## config.mk

```make
export PLATFORM = sky130hd
export DESIGN_NAME = serial_switch_reg
export DESIGN_NICKNAME = d
export VERILOG_FILES = /design/src/rtl/ssr_pkg.sv /design/src/rtl/ssr_sync.sv /design/src/rtl/ssr_edge.sv /design/src/rtl/ssr_shift.sv /design/src/rtl/serial_switch_reg.sv
export SDC_FILE = /design/constraint.sdc
export NUM_CORES = 1
export LEC_CHECK = 0
export ABC_AREA = 1
export BUFFER_PORTS_ARGS = -buffer_cell sky130_fd_sc_hd__buf_2
export CORE_ASPECT_RATIO = 2
export CORE_MARGIN = 8
export CORE_UTILIZATION = 35
export CTS_CLUSTER_DIAMETER = 200
export DETAILED_ROUTE_END_ITERATION = 10
export HOLD_SLACK_MARGIN = 0.02
export PLACE_DENSITY = 0.62
export SYNTH_ARGS = -nofsm -noshare
export SYNTH_HDL_FRONTEND = slang
export SYNTH_SLANG_ARGS = --single-unit
```

## constraint.sdc

```tcl
create_clock -name clk_i -period 1.2 [get_ports clk_i]
set_input_delay 0.12 -clock clk_i [delete_from_list [all_inputs] [get_ports clk_i]]
set_output_delay 0.12 -clock clk_i [all_outputs]
set_load 0.01 [all_outputs]
```

## src/rtl/ssr_pkg.sv

```systemverilog
package ssr_pkg;
  localparam int PIN_W   = 3;
  localparam int PIN_SCK = 2;
  localparam int PIN_DAT = 1;
  localparam int PIN_FSN = 0;
  // idle pin levels: clock low, data low, frame select high
  localparam logic [PIN_W-1:0] PIN_IDLE = 3'b001;
endpackage

```

## src/rtl/ssr_sync.sv

```systemverilog
module ssr_sync #(
  parameter int              STAGES  = 2,
  parameter int              W       = 3,
  parameter logic [W-1:0]    RST_VAL = '0
) (
  input  logic         clk_i,
  input  logic         rst_ni,
  input  logic [W-1:0] d_i,
  output logic [W-1:0] q_o
);
  logic [W-1:0] st_q [STAGES];

  for (genvar g = 0; g < STAGES; g++) begin : g_stage
    always_ff @(posedge clk_i or negedge rst_ni) begin
      if (!rst_ni)     st_q[g] <= RST_VAL;
      else if (g == 0) st_q[g] <= d_i;
      else             st_q[g] <= st_q[(g == 0) ? 0 : g-1];
    end
  end

  assign q_o = st_q[STAGES-1];
endmodule

```

## src/rtl/ssr_edge.sv

```systemverilog
module ssr_edge #(
  parameter int           W       = 3,
  parameter logic [W-1:0] RST_VAL = '0
) (
  input  logic         clk_i,
  input  logic         rst_ni,
  input  logic [W-1:0] s_i,
  output logic [W-1:0] rise_o,
  output logic [W-1:0] fall_o
);
  logic [W-1:0] prev_q;

  always_ff @(posedge clk_i or negedge rst_ni) begin
    if (!rst_ni) prev_q <= RST_VAL;
    else         prev_q <= s_i;
  end

  assign rise_o = s_i & ~prev_q;
  assign fall_o = prev_q & ~s_i;
endmodule

```

## src/rtl/ssr_shift.sv

```systemverilog
module ssr_shift #(
  parameter int WIDTH = 8
) (
  input  logic             clk_i,
  input  logic             rst_ni,
  input  logic             shift_i,
  input  logic             bit_i,
  input  logic             emit_i,
  output logic [WIDTH-1:0] word_o,
  output logic             chain_o
);
  logic [WIDTH-1:0] word_q;
  logic             chain_q;

  always_ff @(posedge clk_i or negedge rst_ni) begin
    if (!rst_ni)      word_q <= '0;
    else if (shift_i) word_q <= {word_q[WIDTH-2:0], bit_i};
  end

  // chain bit launches on the opposite serial edge to capture
  always_ff @(posedge clk_i or negedge rst_ni) begin
    if (!rst_ni)     chain_q <= 1'b0;
    else if (emit_i) chain_q <= word_q[WIDTH-1];
  end

  assign word_o  = word_q;
  assign chain_o = chain_q;
endmodule

```

## src/rtl/serial_switch_reg.sv

```systemverilog
module serial_switch_reg #(
  parameter int WIDTH       = 8,
  parameter int SYNC_STAGES = 2
) (
  input  logic             clk_i,
  input  logic             rst_ni,
  input  logic             sclk_i,
  input  logic             sdata_i,
  input  logic             fsel_ni,
  output logic [WIDTH-1:0] sw_en_o,
  output logic             chain_pull_o
);
  import ssr_pkg::*;

  logic [PIN_W-1:0] pins_s, pins_rise, pins_fall;
  logic             data_s, fsel_s, sclk_rise, sclk_fall, fsel_rise;
  logic             chain_bit;
  logic [WIDTH-1:0] shift_q, latch_q;

  ssr_sync #(.STAGES(SYNC_STAGES), .W(PIN_W), .RST_VAL(PIN_IDLE)) u_sync (
    .clk_i, .rst_ni,
    .d_i ({sclk_i, sdata_i, fsel_ni}),
    .q_o (pins_s)
  );

  ssr_edge #(.W(PIN_W), .RST_VAL(PIN_IDLE)) u_edge (
    .clk_i, .rst_ni,
    .s_i    (pins_s),
    .rise_o (pins_rise),
    .fall_o (pins_fall)
  );

  assign data_s    = pins_s[PIN_DAT];
  assign fsel_s    = pins_s[PIN_FSN];
  assign sclk_rise = pins_rise[PIN_SCK];
  assign sclk_fall = pins_fall[PIN_SCK];
  assign fsel_rise = pins_rise[PIN_FSN];

  ssr_shift #(.WIDTH(WIDTH)) u_shift (
    .clk_i, .rst_ni,
    .shift_i (sclk_fall & ~fsel_s),
    .bit_i   (data_s),
    .emit_i  (sclk_rise & ~fsel_s),
    .word_o  (shift_q),
    .chain_o (chain_bit)
  );

  always_ff @(posedge clk_i or negedge rst_ni) begin
    if (!rst_ni)        latch_q <= '0;
    else if (fsel_rise) latch_q <= shift_q;
  end

  assign sw_en_o      = latch_q;
  assign chain_pull_o = ~chain_bit;
endmodule

```

# Word-level counts from Yosys, hierarchy flattened
# Cells that the tools add are included.
[word_totals]
ramBits = 0
inputBits = 5
register_bits = 26
latchBits = 0
out_inout_bits = 9
word_cells = 14
mem_count = 0
rom_bits = 0
[classes]
muxes = 0
n_shift = 0
n_div = 0
eq_ne = 0
n_reduce_logical = 0
order_cmp = 0
multipliers = 0
bitwise = 8
add_sub_neg = 0
[op_table]
columns = ["cell", "count"]
rows = [
  ["3-bit bitwise AND", 2],
  ["3-bit inverter", 2],
  ["1-bit bitwise AND", 2],
  ["1-bit inverter", 2],
]

# Longest topological paths before layout
# Gate-level depths: netlist (run 1).
[depth]
ltp_word = 3
ltp_mapped = 6
ltp_nobuf = 4

# Hierarchy
# Synthesis (run 1) repeated with hierarchy kept, for this count alone.
[unflattened]
cells_unflattened = 102
hier_area_um2 = 965.9
[modules_own_cells]
columns = ["module", "cells_each", "seq_area_each_um2", "area_each_um2", "n_inst"]
rows = [
  ["ssr_shift", 39, 225.2, 345.3, 1],
  ["serial_switch_reg", 39, 200.2, 324.1, 1],
  ["ssr_sync", 9, 152.6, 175.2, 1],
  ["ssr_edge", 15, 76.3, 121.4, 1],
]

# Worst setup path before layout (run 1)
# No wires, ideal clock.
[synth_path]
path_type = "reg2reg"
from = "reg u_sync.st_q (netlist bit u_sync.q_o[0])"
to = "reg u_shift.chain_q (netlist: u_shift.chain_o)"
t_required_ns = 1.083
path_stages_with_launch = 6
synth_period_minus_slack_ns = 1.034
setup_slack_ns = 0.166
setup_ns = 0.117
path_buffers = 2
arrival_ns = 0.917
cell_sequence = "dfstp_2 buf_6 inv_4 buf_6 nand4_1 nand2_1"
[synth_via]
elab_chain_cells = 2
[synth_rtl]
columns = ["element", "line", "rtl"]
rows = [
  ["from (decl)", "ssr_sync.sv:11", "logic [W-1:0] st_q [STAGES];"],
  ["from (signal, indexed assignment)", "ssr_sync.sv:16", "else if (g == 0) st_q[g] <= d_i;"],
  ["from (signal, indexed assignment)", "ssr_sync.sv:17", "else st_q[g] <= st_q[(g == 0) ? 0 : g-1];"],
  ["1-bit inverter", "serial_switch_reg.sv:43", ".emit_i (sclk_rise & ~fsel_s),"],
  ["1-bit bitwise AND", "serial_switch_reg.sv:43", ""],
  ["to (signal assigned)", "ssr_shift.sv:23", "else if (emit_i) chain_q <= word_q[WIDTH-1];"],
  ["to (decl)", "ssr_shift.sv:13", "logic chain_q;"],
]
# No other way between the ends.
# A chain may end at the register's enable or synchronous reset.

# Worst setup path in the final report (run 1)
[layout_path]
from = "reg u_sync.st_q (netlist bit u_sync.q_o[0])"
to = "reg u_shift.word_q[7] (netlist: u_shift.word_o[7])"
[layout_via]
elab_chain_cells = 2
[layout_rtl]
columns = ["element", "line", "rtl"]
rows = [
  ["1-bit inverter", "serial_switch_reg.sv:41", ".shift_i (sclk_fall & ~fsel_s),"],
  ["1-bit bitwise AND", "serial_switch_reg.sv:41", ""],
  ["to (signal assigned)", "ssr_shift.sv:17", "else if (shift_i) word_q <= {word_q[WIDTH-2:0], bit_i};"],
  ["to (decl)", "ssr_shift.sv:12", "logic [WIDTH-1:0] word_q;"],
]
# No other way between the ends.

==> results.json, run 1 <==
{
  "power_density_nw_per_um2": 1630,
  "max_freq_mhz": 957,
  "min_path_type": "in -> async",
  "maxSlewHeadroom": 0.650,
  "stdcell_count": 136,
  "grt_setup_unrepaired": "no",
  "drtPass1Iterations": 4,
  "path_max_fanout": 11,
  "ys_ff_latch": 25,
  "start_kind": "flop",
  "place.gp.congestion": 0.805,
  "regToRegStartpoint": "u_sync.q_o[0]",
  "area_growth_pct": 19.4,
  "fin_ws_ps": 155,
  "final_core_util": 0.437,
  "crit_path_end_kind": "flop",
  "cts_sinks": 25,
  "cts-buffers-inserted": 3,
  "dieArea_um2": 4660,
  "syn_avg_cell_area_um2": 10.7,
  "clk_latency_ps": 270,
  "wl_per_cell_um": 11.9,
  "grt_usage": 0.0756,
  "hpwl_mm": 1.20,
  "antenna_found_initial": 0,
  "ios": 14,
  "setup_viol": 0,
  "place.port_buffers": 13,
  "viasPerCell": 4.83,
  "hold_violations": 0,
  "htreeDepth": 1,
  "synth.distinct_cells": 12,
  "rows": 26,
  "ys_seq_area_frac": 0.678,
  "min_period_ps": 1050,
  "routed_wl_mm": 1.62,
  "cts_repair_resize_count": 0,
  "yosysWarningCount": 0,
  "die-width_um": 52.4,
  "cap_violations": 0,
  "nNetsFinal": 114,
  "initial_core_util": 0.366,
  "crit_type": "reg -> reg",
  "clockBufferDepth": 2,
  "status": "completed",
  "grt_pass1_wl_mm": 2.75,
  "root_buffer": "clkbuf_8",
  "synth_nets": 92,
  "drive_gt1_frac": 0.259,
  "p_leak_nw": 0.596,
  "worst_r2r_path_depth": 4,
  "grt_start_max_net_pins": 26,
  "place_ws_ps": 104,
  "place_inst": 125,
  "cts_tree": "yes",
  "startpoint": "u_sync.q_o[0]",
  "antenna_cells": 0,
  "netlist_instances": 87,
  "grt_overflow_total": 0,
  "final_area_um2": 1110,
  "fin_skew_ps": 3.45,
  "syn_area_um2": 928,
  "tns_ps": 0,
  "grt_pass1_vias": 673,
  "clk_pin_slew_worst_paths_ps": 80,
  "total_power_mw": 1.81,
  "worstMarginPinSlew_ps": 525,
  "irDropWorstVdd_mv": 0.864,
  "crit_required_ps": 1410,
  "floorplan.core_area_um2": 2540,
  "drt_iter0_drc": 13,
  "route.vias.total": 657,
  "fin_crit_sh": 0.871,
  "die_h_um": 88.8,
  "finalMaxSlewViolations": 0,
  "nFillCells": 251,
  "hold_ws_ps": 353,
  "place_area_um2": 1000,
  "critPathArrivalTime_ps": 1250,
  "detail-route-antenna-nets": 0,
  "route.detailed.drc": 0
}
[worst max-delay path: stages (launching register included)]
cell and delay, ps:
dfstp_2 610, inv_4 90, nand3_2 150, nand2_1 80
nand2_1 60
[logic make-up after synthesis]
| logic type | count (synthesis) | share of synthesized area |
|---|---|---|
| simple gates | 54 | 0.270 |
| flops | 25 | 0.678 |
| buf+inv | 8 | 0.0526 |
[registers in the layout, summed over array words and instances (netlist names)]
register,flops
sw_en_o,8
u_sync.st_q,3
u_shift.chain_o,1
u_shift.word_o,8
u_sync.q_o,3
u_edge.prev_q,2
[layout by cell type (no fill, tap or decap), drive strengths merged]
master | synthesis | routed
nand2 | 35 | 35
dfrtp | 22 | 22
buf | 3 | 16
nand3 | 10 | 10
nand4 | 9 | 9
inv | 5 | 5
dlygate4sd3 | 0 | 4
clkbuf | 0 | 4
dfstp | 3 | 3
[Yosys cell counts]
library cell	n	area, um2
inv_1	2	7.51
nand4_1	9	56.3
buf_6	2	22.5
inv_2	2	7.51
nand3_2	2	20.0
buf_2	1	5.00
nand2_1	34	128
dfrtp_1	22	551
nand2_2	1	6.26
dfstp_2	3	78.8
inv_4	1	6.26
nand3_1	8	40.0
[path summary, 6_finish.rpt]
path / to / slack, ps
setup / recovery: u_shift.word_o[7] / 150
hold / removal: sw_en_o[1] / 350
setup reg to reg: u_shift.word_o[7] / 150
hold reg to reg: u_sync.q_o[1] / 350
max in group asynchronous: u_sync.q_o[0] / 480
min in group clk_i: u_sync.q_o[1] / 350
[cell type report]
cell class / instances / area (um2) / share of cell area
Multi-Input combinational cell: 54 / 250 / 0.226
Clock buffer: 4 / 45.0 / 0.0406
Tap cell: 28 / 35.0 / 0.0316
Inverter: 5 / 21.3 / 0.0192
Sequential cell: 25 / 629 / 0.568
Timing Repair Buffer: 20 / 128 / 0.115
[layer usage]
layer	share of wire	up-vias	GRT usage	routed length, um
li1	-	325	-	-
met1	0.37	308	0.0691	595
met2	0.52	20	0.135	849
met3	0.080	4	0.0185	130
met4	0.028	0	0.0569	45
met5	0	-	0	0
[timing repair]
action / CTS / global route
endpoints found under the hold margin: 25 / 0
setup endpoints to repair: 0 / 1
hold buffers: 4 / 0
buffers inserted: 0 / 3
[where the power goes]
part / internal, mW / total, mW / switching [mW]
logic: 0.112 / 0.263 / 0.151
registers: 0.974 / 1.06 / 0.0892
clock network: 0.237 / 0.485 / 0.248
total: 1.32 / 1.81 / 0.487
Note: power is estimated with default switching activity, not from simulation.
==> inputs of run 2 (changes only) <==
--- a/config.mk
+++ b/config.mk
@@ -6,14 +6,14 @@
 export NUM_CORES = 1
 export LEC_CHECK = 0
 export ABC_AREA = 1
-export BUFFER_PORTS_ARGS = -buffer_cell sky130_fd_sc_hd__buf_2
 export CORE_ASPECT_RATIO = 2
 export CORE_MARGIN = 8
 export CORE_UTILIZATION = 35
 export CTS_CLUSTER_DIAMETER = 200
 export DETAILED_ROUTE_END_ITERATION = 10
+export DONT_BUFFER_PORTS = 1
 export HOLD_SLACK_MARGIN = 0.02
-export PLACE_DENSITY = 0.62
+export PLACE_DENSITY = 0.58
 export SYNTH_ARGS = -nofsm -noshare
 export SYNTH_HDL_FRONTEND = slang
 export SYNTH_SLANG_ARGS = --single-unit
==> run 2 against run 1 <==
Effect of this change:
- core utilization fell by 1.6 points
- register-to-register slack barely moved
- hold slack worse by 93 ps
- clock power rose by 5.2%
- clock-buffer cell count fell by 1
- critical path type unchanged
- critical endpoint is now u_shift.word_o[5]
==> results.json, run 2 (synthesis results as in run 1) <==
{
  "status": "completed",
  "routed_wl_mm": 1.74,
  "power_density_nw_per_um2": 1690,
  "grt_pass1_vias": 674,
  "clockBufferDepth": 2,
  "seqCellArea_um2": 629,
  "critPathArrivalTime_ps": 1240,
  "cap_violations": 0,
  "cts-buffers-inserted": 3,
  "stdcell_count": 124,
  "place_area_um2": 958,
  "crit_slowest_cell": "dfstp_2",
  "power_frac_clock": 0.283,
  "worst_r2r_path_depth": 4,
  "postCtsSetupRepairBufs": 0,
  "grt_overflow_total": 0,
  "slowest_delay_ps": 600,
  "maxSlewHeadroom": 0.879,
  "initial_core_util": 0.366,
  "drtPass1Iterations": 4,
  "internal_power_mw": 1.29,
  "grt_usage": 0.0850,
  "tns_ps": 0,
  "cts_tree": "yes",
  "antenna_cells": 0,
  "viasPerCell": 4.98,
  "drt_iter0_drc": 12,
  "root_buffer": "clkbuf_8",
  "area_growth_pct": 15.0,
  "htreeDepth": 1,
  "min_period_ps": 1030,
  "p_leak_nw": 0.545,
  "crit_cells": 4,
  "hold_ws_ps": 260,
  "grt_pass1_wl_mm": 2.98,
  "setup_viol": 0,
  "pwr-share-comb": 0.101,
  "place_ws_ps": 209,
  "path_max_fanout": 11,
  "die_h_um": 88.8,
  "cp_top_family": "flip-flops",
  "floorplan.core_area_um2": 2540,
  "worstMarginPinSlew_ps": 182,
  "pwr-share-seq": 0.616,
  "place_inst": 115,
  "total_power_mw": 1.80,
  "multi_input_area_um2": 250,
  "max_freq_mhz": 969,
  "antenna_found_initial": 0,
  "nFillCells": 250,
  "place.port_buffers": 0,
  "min_path_type": "in -> async",
  "nNetsFinal": 102,
  "fin_ws_ps": 168,
  "cts_sinks": 25,
  "critPathBufInv": 1,
  "fin_skew_ps": 12.9,
  "route.vias.total": 618,
  "rows": 26,
  "die-width_um": 52.4,
  "final_area_um2": 1070,
  "crit_type": "reg -> reg",
  "fin_crit_sh": 0.860,
  "layout_commonest_cell": "nand2_1",
  "grt_start_max_net_pins": 26,
  "wl_per_cell_um": 14.0,
  "final_cell_mix": "nand2_1 (34), dfrtp_1 (22), nand4_1 (9)",
  "power_switching_mw": 0.513,
  "route.detailed.drc": 0,
  "critical_path.most_common_cell": "nand2_1",
  "start_kind": "flop",
  "clk_pin_slew_worst_paths_ps": 90,
  "drive_gt1_frac": 0.177,
  "hpwl_mm": 1.23,
  "crit_required_ps": 1410,
  "hold_buffers": 5,
  "place.gp.congestion": 0.882,
  "finalMaxSlewViolations": 0,
  "swShare": 0.285,
  "grt_setup_unrepaired": "no",
  "clk_latency_ps": 280,
  "dieArea_um2": 4660,
  "path_cells": "inv_4 > nand3_2 > nand2_1 > nand2_1",
  "ios": 14,
  "crit_path_end_kind": "flop",
  "detail-route-antenna-nets": 0,
  "irDropWorstVdd_mv": 0.760,
  "hold_violations": 0,
  "cts_repair_resize_count": 0,
  "final_core_util": 0.421
}
## run 2: routing by layer
layer,GRT usage,vias up,share of wire
met5,0,-,0
met4,0.0569,0,0.026
met3,0.0202,4,0.044
met2,0.155,10,0.55
met1,0.0773,304,0.38
li1,-,300,-
## run 2: final timing paths
path / startpoint / endpoint / slack (ps)
min reg2reg: u_sync.st_q[5] / u_sync.q_o[2] / 350
max reg2reg: u_sync.q_o[0] / u_shift.word_o[5] / 170
max in group asynchronous: rst_ni / u_sync.q_o[0] / 720
min in group clk_i: u_sync.st_q[5] / u_sync.q_o[2] / 350
min: rst_ni / u_shift.word_o[2] / 260
max: u_sync.q_o[0] / u_shift.word_o[5] / 170
## run 2: area by class of cell
type,instances,share of cell area
Timing Repair Buffer,8,0.0774
Clock buffer,3,0.0387
Clock inverter,1,0.00703
Inverter,5,0.0199
Sequential cell,25,0.590
Tap cell,28,0.0328
Multi-Input combinational cell,54,0.234
## run 2: power by group through the flow
stage,sequential [mW],combinational (mW),clock [mW]
after detailed placement,1.12,0.151,0
after floorplan,1.08,0.131,0
after global placement,1.12,0.147,0
after CTS,1.11,0.187,0.525
final,1.11,0.181,0.510
after global routing,1.12,0.218,0.559
==> inputs of run 3 (changes only) <==
--- a/config.mk
+++ b/config.mk
@@ -6,14 +6,13 @@
 export NUM_CORES = 1
 export LEC_CHECK = 0
 export ABC_AREA = 1
-export CORE_ASPECT_RATIO = 2
 export CORE_MARGIN = 8
-export CORE_UTILIZATION = 35
+export CORE_UTILIZATION = 37
 export CTS_CLUSTER_DIAMETER = 200
 export DETAILED_ROUTE_END_ITERATION = 10
 export DONT_BUFFER_PORTS = 1
 export HOLD_SLACK_MARGIN = 0.02
-export PLACE_DENSITY = 0.58
+export PLACE_DENSITY = 0.6
 export SYNTH_ARGS = -nofsm -noshare
 export SYNTH_HDL_FRONTEND = slang
 export SYNTH_SLANG_ARGS = --single-unit
==> run 3 against run 2 <==
Effect of this change:
- sequential cell count unchanged
- clock skew shrank 9.8 ps
- clock power fell by 28%
- die area shrank 6.2%
- largest power group unchanged
- non-clock buffer count is 2 lower
- register-to-register slack worse by 40 ps
- core utilization rose by 0.38 points
- critical path depth unchanged
- global-route usage is 0.23 points higher
==> results.json, run 3 (synthesis results as in run 1) <==
{
  "grt_usage": 0.0873,
  "max_freq_mhz": 935,
  "cts_sinks": 25,
  "slowest_delay_ps": 640,
  "drtPass1Iterations": 4,
  "grt_pass1_vias": 608,
  "cap_violations": 0,
  "nNetsFinal": 100,
  "floorplan.core_area_um2": 2430,
  "clockBufferDepth": 2,
  "path_cells": "inv_4 > nand3_2 > nand2_1 > nand2_1",
  "status": "completed",
  "path_max_fanout": 11,
  "route.detailed.drc": 0,
  "rows": 18,
  "maxSlewHeadroom": 0.781,
  "cts_repair_resize_count": 0,
  "crit_path_end_kind": "flop",
  "ios": 14,
  "root_buffer": "clkbuf_4",
  "p_leak_nw": 0.529,
  "grt_pass1_wl_mm": 2.92,
  "dieArea_um2": 4370,
  "min_path_type": "in -> async",
  "critPathArrivalTime_ps": 1330,
  "irDropWorstVdd_mv": 0.996,
  "hold_violations": 0,
  "wl_per_cell_um": 13.5,
  "fin_ws_ps": 130,
  "cts-buffers-inserted": 3,
  "final_cell_mix": "nand2_1 (34), dfrtp_1 (22), nand4_1 (9)",
  "die-width_um": 66.1,
  "power_density_nw_per_um2": 1600,
  "setup_viol": 0,
  "tns_ps": 0,
  "hpwl_mm": 1.12,
  "viasPerCell": 4.81,
  "detail-route-antenna-nets": 0,
  "clk_pin_slew_worst_paths_ps": 130,
  "routed_wl_mm": 1.68,
  "cts_tree": "yes",
  "postCtsSetupRepairBufs": 0,
  "place.gp.congestion": 0.728,
  "place_ws_ps": 162,
  "drt_iter0_drc": 27,
  "hold_buffers": 5,
  "layout_commonest_cell": "nand2_1",
  "route.vias.total": 597,
  "finalMaxSlewViolations": 0,
  "grt_overflow_total": 0,
  "htreeDepth": 1,
  "crit_slowest_cell": "dfstp_2",
  "min_period_ps": 1070,
  "antenna_found_initial": 0,
  "grt_start_max_net_pins": 26,
  "fin_crit_sh": 0.892,
  "die_h_um": 66.1,
  "grt_setup_unrepaired": "no",
  "start_kind": "flop",
  "critical_path.most_common_cell": "nand2_1",
  "crit_type": "reg -> reg",
  "fin_skew_ps": 3.16,
  "worstMarginPinSlew_ps": 329,
  "place.port_buffers": 0,
  "clk_latency_ps": 310,
  "crit_required_ps": 1460,
  "initial_core_util": 0.382,
  "area_growth_pct": 11.2,
  "drive_gt1_frac": 0.149,
  "nFillCells": 234,
  "antenna_cells": 0
}
## run 3: cell count changes in the layout (fill, tap and decap cells not counted), sizes merged
| cell | previous run | this run |
|---|---|---|
| clkbuf | 3 | 4 |
| buf | 4 | 2 |
| clkinvlp | 1 | 0 |
## run 3: layer usage
layer | wire length [um] | share of wire | global-route usage | up-vias
met1 | 824 | 0.49 | 0.104 | 280
met5 | 0 | 0 | 0 | -
met4 | 8 | 0.0048 | 0.0240 | 0
met2 | 703 | 0.42 | 0.131 | 18
met3 | 139 | 0.083 | 0.0492 | 2
li1 | - | - | - | 297
## run 3: worst max-delay path: cells and delay by family (launching register included)
kind                   cells  cell delay, ps
buffers and inverters      1              90
flip-flops                 1             640
AND/OR/NAND/NOR            3             300
## run 3: area by class of cell
class / instances / area, um2 / share of cell area
multi-input cells: 54 / 250 / 0.242
well taps: 30 / 37.5 / 0.0364
repair buffers: 6 / 67.6 / 0.0655
clock buffers: 4 / 26.3 / 0.0255
inverters: 5 / 21.3 / 0.0206
flip-flops and latches: 25 / 629 / 0.610
## run 3: path summary, 6_finish.rpt
path | startpoint | end | slack [ps] | cells after the start
setup / recovery | u_sync.q_o[0] | u_shift.word_o[6] | 130 | 4
hold / removal | rst_ni | sw_en_o[6] | 210 | 2
setup reg to reg | u_sync.q_o[0] | u_shift.word_o[6] | 130 | 4
hold reg to reg | u_sync.st_q[5] | u_sync.q_o[2] | 360 | 0
max in group asynchronous | rst_ni | u_sync.st_q[3] | 760 | 2
min in group clk_i | fsel_ni | u_sync.st_q[3] | 340 | 1
## run 3: stage by stage
step | cells | util | power, mW | instance area [um2] | hold WS (ps)
detailed placement | 115 | 0.389 | 1.27 | 946 | -175
global route | 124 | 0.424 | 1.76 | 1030 | 199
finish | 124 | 0.424 | 1.65 | 1030 | 211
global placement | 115 | 0.389 | 1.26 | 946 | -175
floorplan | 87 | - | 1.21 | 928 | -176
CTS | 124 | 0.424 | 1.68 | 1030 | 200
## run 3: where the power goes
part	total, mW	internal [mW]	switching (mW)
sequential	1.10	0.974	0.131
combinational	0.174	0.0714	0.103
clock	0.369	0.130	0.239
total	1.65	1.18	0.473
